`config.mk`:
```
export PLATFORM = sky130hd
export DESIGN_NAME = gpio_pwm_port
export DESIGN_NICKNAME = d
export VERILOG_FILES = /design/src/rtl/gpio_port_pkg.sv /design/src/rtl/gpio_port_sync.sv /design/src/rtl/gpio_port_override.sv /design/src/rtl/gpio_port_edge_irq.sv /design/src/rtl/gpio_pwm_port.sv
export SDC_FILE = /design/constraint.sdc
export NUM_CORES = 1
export LEC_CHECK = 0
export CAP_MARGIN = 25
export CORE_ASPECT_RATIO = 1.4
export CORE_UTILIZATION = 50
export DETAILED_ROUTE_END_ITERATION = 12
export PLACE_DENSITY = 0.8
export SLEW_MARGIN = 20
export SYNTH_ARGS = -nofsm -noshare
export SYNTH_HDL_FRONTEND = slang
export SYNTH_SLANG_ARGS = --single-unit
```
`constraint.sdc`:
```
create_clock -name clk -period 1.4 [get_ports clk]
set_input_delay 0.21 -clock clk [delete_from_list [all_inputs] [get_ports clk]]
set_output_delay 0.21 -clock clk [all_outputs]
set_load 0.01 [all_outputs]
```
`src/rtl/gpio_port_pkg.sv`:
```
package gpio_port_pkg;
  localparam int ADDR_W = 3;

  typedef enum logic [ADDR_W-1:0] {
    REG_LATCH = 3'd0,
    REG_DIR   = 3'd1,
    REG_IEN   = 3'd2,
    REG_FLAG  = 3'd3,
    REG_EDGE  = 3'd4
  } reg_sel_e;
endpackage

```
`src/rtl/gpio_port_sync.sv`:
```
module gpio_port_sync #(
  parameter int WIDTH  = 8,
  parameter int STAGES = 2
) (
  input  logic             clk,
  input  logic             rst_n,
  input  logic [WIDTH-1:0] d,
  output logic [WIDTH-1:0] q
);
  logic [WIDTH-1:0] stage_q [STAGES];

  for (genvar s = 0; s < STAGES; s++) begin : g_stage
    if (s == 0) begin : g_first
      always_ff @(posedge clk or negedge rst_n) begin
        if (!rst_n) stage_q[s] <= '0;
        else        stage_q[s] <= d;
      end
    end else begin : g_next
      always_ff @(posedge clk or negedge rst_n) begin
        if (!rst_n) stage_q[s] <= '0;
        else        stage_q[s] <= stage_q[s-1];
      end
    end
  end

  assign q = stage_q[STAGES-1];
endmodule

```
`src/rtl/gpio_port_override.sv`:
```
module gpio_port_override #(
  parameter int WIDTH   = 8,
  parameter int NUM_ALT = 6,
  parameter int ESD_PIN = 5
) (
  input  logic [WIDTH-1:0]   latch,
  input  logic [WIDTH-1:0]   dir,
  input  logic [NUM_ALT-1:0] alt_en,
  input  logic [NUM_ALT-1:0] alt_level,
  input  logic               esd_en,
  output logic [WIDTH-1:0]   pad_out,
  output logic [WIDTH-1:0]   pad_oe
);
  for (genvar i = 0; i < WIDTH; i++) begin : g_pin
    if (i < NUM_ALT) begin : g_alt
      logic take;
      if (i == ESD_PIN) begin : g_esd
        assign take = alt_en[i] | esd_en;
      end else begin : g_plain_alt
        assign take = alt_en[i];
      end
      assign pad_out[i] = take ? alt_level[i] : latch[i];
      assign pad_oe[i]  = take | dir[i];
    end else begin : g_gpio
      assign pad_out[i] = latch[i];
      assign pad_oe[i]  = dir[i];
    end
  end
endmodule

```
`src/rtl/gpio_port_edge_irq.sv`:
```
module gpio_port_edge_irq #(
  parameter int WIDTH = 8
) (
  input  logic             clk,
  input  logic             rst_n,
  input  logic [WIDTH-1:0] pin_sync,
  input  logic [WIDTH-1:0] enable,
  input  logic [WIDTH-1:0] rise_sel,
  input  logic [WIDTH-1:0] clr_mask,
  output logic [WIDTH-1:0] flags,
  output logic             irq
);
  logic [WIDTH-1:0] prev_q;
  logic [WIDTH-1:0] rise, fall, hit;

  always_comb begin
    rise = pin_sync & ~prev_q;
    fall = ~pin_sync & prev_q;
    hit  = ((rise & rise_sel) | (fall & ~rise_sel)) & enable;
  end

  always_ff @(posedge clk or negedge rst_n) begin
    if (!rst_n) begin
      prev_q <= '0;
      flags  <= '0;
    end else begin
      prev_q <= pin_sync;
      // a new edge wins over a clear in the same cycle
      flags  <= (flags & ~clr_mask) | hit;
    end
  end

  assign irq = |(flags & enable);
endmodule

```
`src/rtl/gpio_pwm_port.sv`:
```
module gpio_pwm_port
  import gpio_port_pkg::*;
#(
  parameter int               WIDTH       = 8,
  parameter int               NUM_PWM     = 6,
  parameter int               ESD_PIN     = 5,
  parameter int               SYNC_STAGES = 2,
  parameter logic [WIDTH-1:0] IMPL_MASK   = 8'hBF
) (
  input  logic              clk,
  input  logic              rst_n,
  input  logic              reg_we,
  input  logic [ADDR_W-1:0] reg_addr,
  input  logic [WIDTH-1:0]  reg_wdata,
  output logic [WIDTH-1:0]  reg_rdata,
  input  logic [WIDTH-1:0]  pad_in,
  output logic [WIDTH-1:0]  pad_out,
  output logic [WIDTH-1:0]  pad_oe,
  input  logic [NUM_PWM-1:0] pwm_en,
  input  logic [NUM_PWM-1:0] pwm_level,
  input  logic              esd_en,
  output logic              irq
);
  logic [WIDTH-1:0] latch_q, dir_q, ien_q, edge_q;
  logic [WIDTH-1:0] pin_sync, flag_q, clr_mask, wmask;
  reg_sel_e         sel;

  assign sel   = reg_sel_e'(reg_addr);
  assign wmask = reg_wdata & IMPL_MASK;

  always_ff @(posedge clk or negedge rst_n) begin
    if (!rst_n) begin
      latch_q <= '0;
      dir_q   <= '0;
      ien_q   <= '0;
      edge_q  <= '0;
    end else if (reg_we) begin
      case (sel)
        REG_LATCH: latch_q <= wmask;
        REG_DIR:   dir_q   <= wmask;
        REG_IEN:   ien_q   <= wmask;
        REG_EDGE:  edge_q  <= wmask;
        default: ;
      endcase
    end
  end

  assign clr_mask = (reg_we && sel == REG_FLAG) ? wmask : '0;

  gpio_port_sync #(.WIDTH(WIDTH), .STAGES(SYNC_STAGES)) u_sync (
    .clk(clk), .rst_n(rst_n), .d(pad_in), .q(pin_sync)
  );

  gpio_port_override #(.WIDTH(WIDTH), .NUM_ALT(NUM_PWM), .ESD_PIN(ESD_PIN)) u_ovr (
    .latch(latch_q), .dir(dir_q), .alt_en(pwm_en), .alt_level(pwm_level),
    .esd_en(esd_en), .pad_out(pad_out), .pad_oe(pad_oe)
  );

  gpio_port_edge_irq #(.WIDTH(WIDTH)) u_irq (
    .clk(clk), .rst_n(rst_n), .pin_sync(pin_sync), .enable(ien_q),
    .rise_sel(edge_q), .clr_mask(clr_mask), .flags(flag_q), .irq(irq)
  );

  always_comb begin
    case (sel)
      REG_LATCH: reg_rdata = (latch_q & dir_q) | (pin_sync & ~dir_q);
      REG_DIR:   reg_rdata = dir_q;
      REG_IEN:   reg_rdata = ien_q;
      REG_FLAG:  reg_rdata = flag_q;
      REG_EDGE:  reg_rdata = edge_q;
      default:   reg_rdata = '0;
    endcase
    reg_rdata = reg_rdata & IMPL_MASK;
  end
endmodule

```
==> reports/results.ini <==
[die]
start_util_pct = 52.7
coreArea_mm2 = 0.00488
num_rows = 30
dieArea_mm2 = 0.00543
dieWidth_um = 62.6
io-pin-count = 60
die_h_um = 86.8

[critical_path]
crit_required_ns = 1.19
crit_path_end_kind = primary output
worst-path-max-fanout = 2
cp_slowest_cell = a222oi_1
crit_buf_inv = 1
crit_arrival_ns = 1.59
cp_slowest_stage_delay_ns = 0.51
cp_top_family = compound AO/OA/AOI/OAI gates
criticalPathCategory = reg -> out
startpoint_type = flip-flop
path_cells = a222oi_1 > nand3_1 > buf_2

[clock_tree]
cts_root_buf = clkbuf_8
cts_tree = done
clock_latency_ns = 0.31
htree_levels = 2
clkTransAtPathRegs_ns = 0.10
clock-sinks = 56
clockBufferDepth = 2
cts_buffers = 5

[synth]
synth-adder-area-share_pct = 0
muxShareOfSynthArea_pct = 20.1
syn_area_mm2 = 0.00257
synth-compound-area-share_pct = 10.7
syn_inst = 197
yosysWarnings = 0
async_reset_ff_share_pct = 100
synth_top_family_by_area = multiplexers
syn_area_per_cell_um2 = 13.0
synth-edff-count = 0
ys_types = 35
synth_seq_area_share_pct = 54.5
synth-main-ff-cell = dfrtp_1
synth_simple_gate_area_share_pct = 11.4
synthXorXnorAreaFrac_pct = 0
ys_ff_latch = 56

[timing]
setup_viol = 17
rsz0062_at_grt = true
fin_ws_ns = -0.400
slew_viol_final = 0
finalCriticalPeriod_ns = 1.80
finalHoldViolations = 0
tns_ns = -2.27
fin_crit_sh_pct = 129
fmax_ghz = 0.556
whs_ns = 0.335
clock_skew_ns = 0.00408

[detailed_routing]
drc = 0
wl_um = 7330
ant_nets = 0
vias = 2198
drt_iter0_drc = 130
wl_per_cell_um = 18.7
drt_first_pass_iters = 6
vias_per_cell = 5.61

[grt]
use_met2_pct = 51.4
antenna_found_initial = 0
grt_max_degree = 57
grt_util_met3_pct = 5.00
busiest_layer = met2
grt_pass1_vias = 2333
grt_pass1_wl_um = 11500
track_usage_pct = 28.7
grt_overflow = 0
met1_usage_pct = 31.9

[placement]
place.gp.congestion = 0.862
port_buffers = 54
place_hpwl_um = 4600
dp.cells = 375

[power_and_ir_drop]
finalPower_uw = 4880
power.density_mw_per_mm2 = 1230
vdd_drop_max_mv = 0.968
p_leak_uw = 0.00185

[layout]
fill_cells = 268
postLayoutCoreUtil_pct = 81.5
diodes = 0
area_growth_syn_to_layout_pct = 54.8
drive_above_1_share_pct = 53.0
nNetsFinal = 362
fin_cells = 392

[run_status]
outcome = finished with violations
violations = setup timing

[job]
drv_cap = 0

[min_path]
hold_class = in -> reg

[area by class of cell]
cell class | instances | area [µm²] | share of cell area (%)
repair buffers | 132 | 1160 | 29.2
clock buffers | 6 | 72.6 | 1.82
well taps | 64 | 80.1 | 2.01
clock inverters | 2 | 35.0 | 0.881
multi-input cells | 131 | 1220 | 30.7
flip-flops and latches | 56 | 1400 | 35.2
inverters | 1 | 3.75 | 0.0944
[metrics by stage]
step	worst slack [ns]	instance area (µm²)
6_report	-0.400	3980
5_1_grt	-0.397	3980
4_1_cts	-0.310	3950
3_5_place_dp	-0.899	3660
3_3_place_gp	-0.877	3660
2_1_floorplan	0.0669	2580
[kinds of logic after synthesis]
group	Yosys count
multiplexers	46
buffers and inverters	12
flip-flops	56
other	1
AO/OA/AOI/OAI	36
AND/OR/NAND/NOR	46
[registers in the layout, summed over array words and instances, names as in the netlist]
signal / cells
u_sync.q: 7
ien_q: 7
dir_q: 7
u_irq.flags: 7
u_sync.stage_q: 7
edge_q: 7
latch_q: 7
u_irq.prev_q: 7
[worst reg2reg max path, cell delays in order, from the launching register on]
cell     delay, ns
dfrtp_1       0.43
buf_6         0.14
buf_4         0.12
buf_4         0.12
mux2_2        0.25
[repair_timing]
item                                    4_1_cts  5_1_grt
hold buffers                                  1        0
gates resized for setup                     149       16
buffers inserted                              7        5
endpoints found under the setup margin       57       34
endpoints found under the hold margin        56        0
pin swaps                                    18        6
[path summary, 6_finish.rpt]
kind	startpoint	end	slack, ns	depth (start not counted)
worst min-delay path	pad_in[5]	u_sync.stage_q[13]$_DFF_PN0_	0.33	1
worst max-delay path	ien_q[4]$_DFFE_PN0P_	irq	-0.40	3
worst min register to register	u_sync.stage_q[13]$_DFF_PN0_	u_sync.q[5]$_DFF_PN0_	0.35	0
min in group asynchronous	rst_n	latch_q[1]$_DFFE_PN0P_	0.42	3
worst max register to register	dir_q[0]$_DFFE_PN0P_	dir_q[0]$_DFFE_PN0P_	0.23	4
max in group asynchronous	rst_n	u_irq.flags[3]$_DFF_PN0_	0.74	3
[where the power goes]
group,total (µW),internal (µW),switching (µW),leakage [µW]
Combinational,1710,1080,630,0.00114
Clock,1050,532,516,0.0000552
Sequential,2120,1890,231,0.000652
Total,4880,3510,1380,0.00185
[Yosys cell counts, types with 4 or more instances]
cell type,n,share of area [%]
nand2b_1,7,1.7
buf_4,7,2.0
o211ai_1,4,1.2
a22o_1,7,2.4
a32oi_1,5,1.7
nand2_1,19,2.8
or2_2,5,1.2
mux2_2,44,19
o22ai_1,7,1.7
a22oi_1,8,2.3
dfrtp_1,56,55
[routing by layer]
layer / routed length (µm) / share of wire [%]
met5: 0 / 0
met4: 240 / 3.3
met2: 3920 / 53
met1: 2760 / 38
met3: 413 / 5.6
[cells in the final DEF (no fill, tap or decap), drive strengths merged]
| cell | count |
|---|---|
| a222oi | 1 |
| nor2b | 3 |
| o21ai | 1 |
| nor2 | 1 |
| or3 | 1 |
| and3b | 1 |
| mux2i | 2 |
| o22ai | 7 |
| dlygate4sd2 | 4 |
| a22o | 7 |
| clkbuf | 7 |
| dfrtp | 56 |
| and4b | 1 |
| dlygate4sd3 | 1 |
| conb | 3 |
| buf | 100 |
| a32oi | 5 |
| clkdlybuf4s50 | 25 |
| nand2 | 19 |
| clkinv | 1 |
| nor3b | 2 |
| dlymetal6s2s | 1 |
| a22oi | 8 |
| o31ai | 2 |
| o211ai | 4 |
| mux2 | 44 |
| nand3 | 1 |
| nor3 | 4 |
| a21oi | 1 |
| inv | 1 |
| or2 | 5 |
| bufinv | 1 |
| nand2b | 8 |
Power figures use the tool's default switching activity.
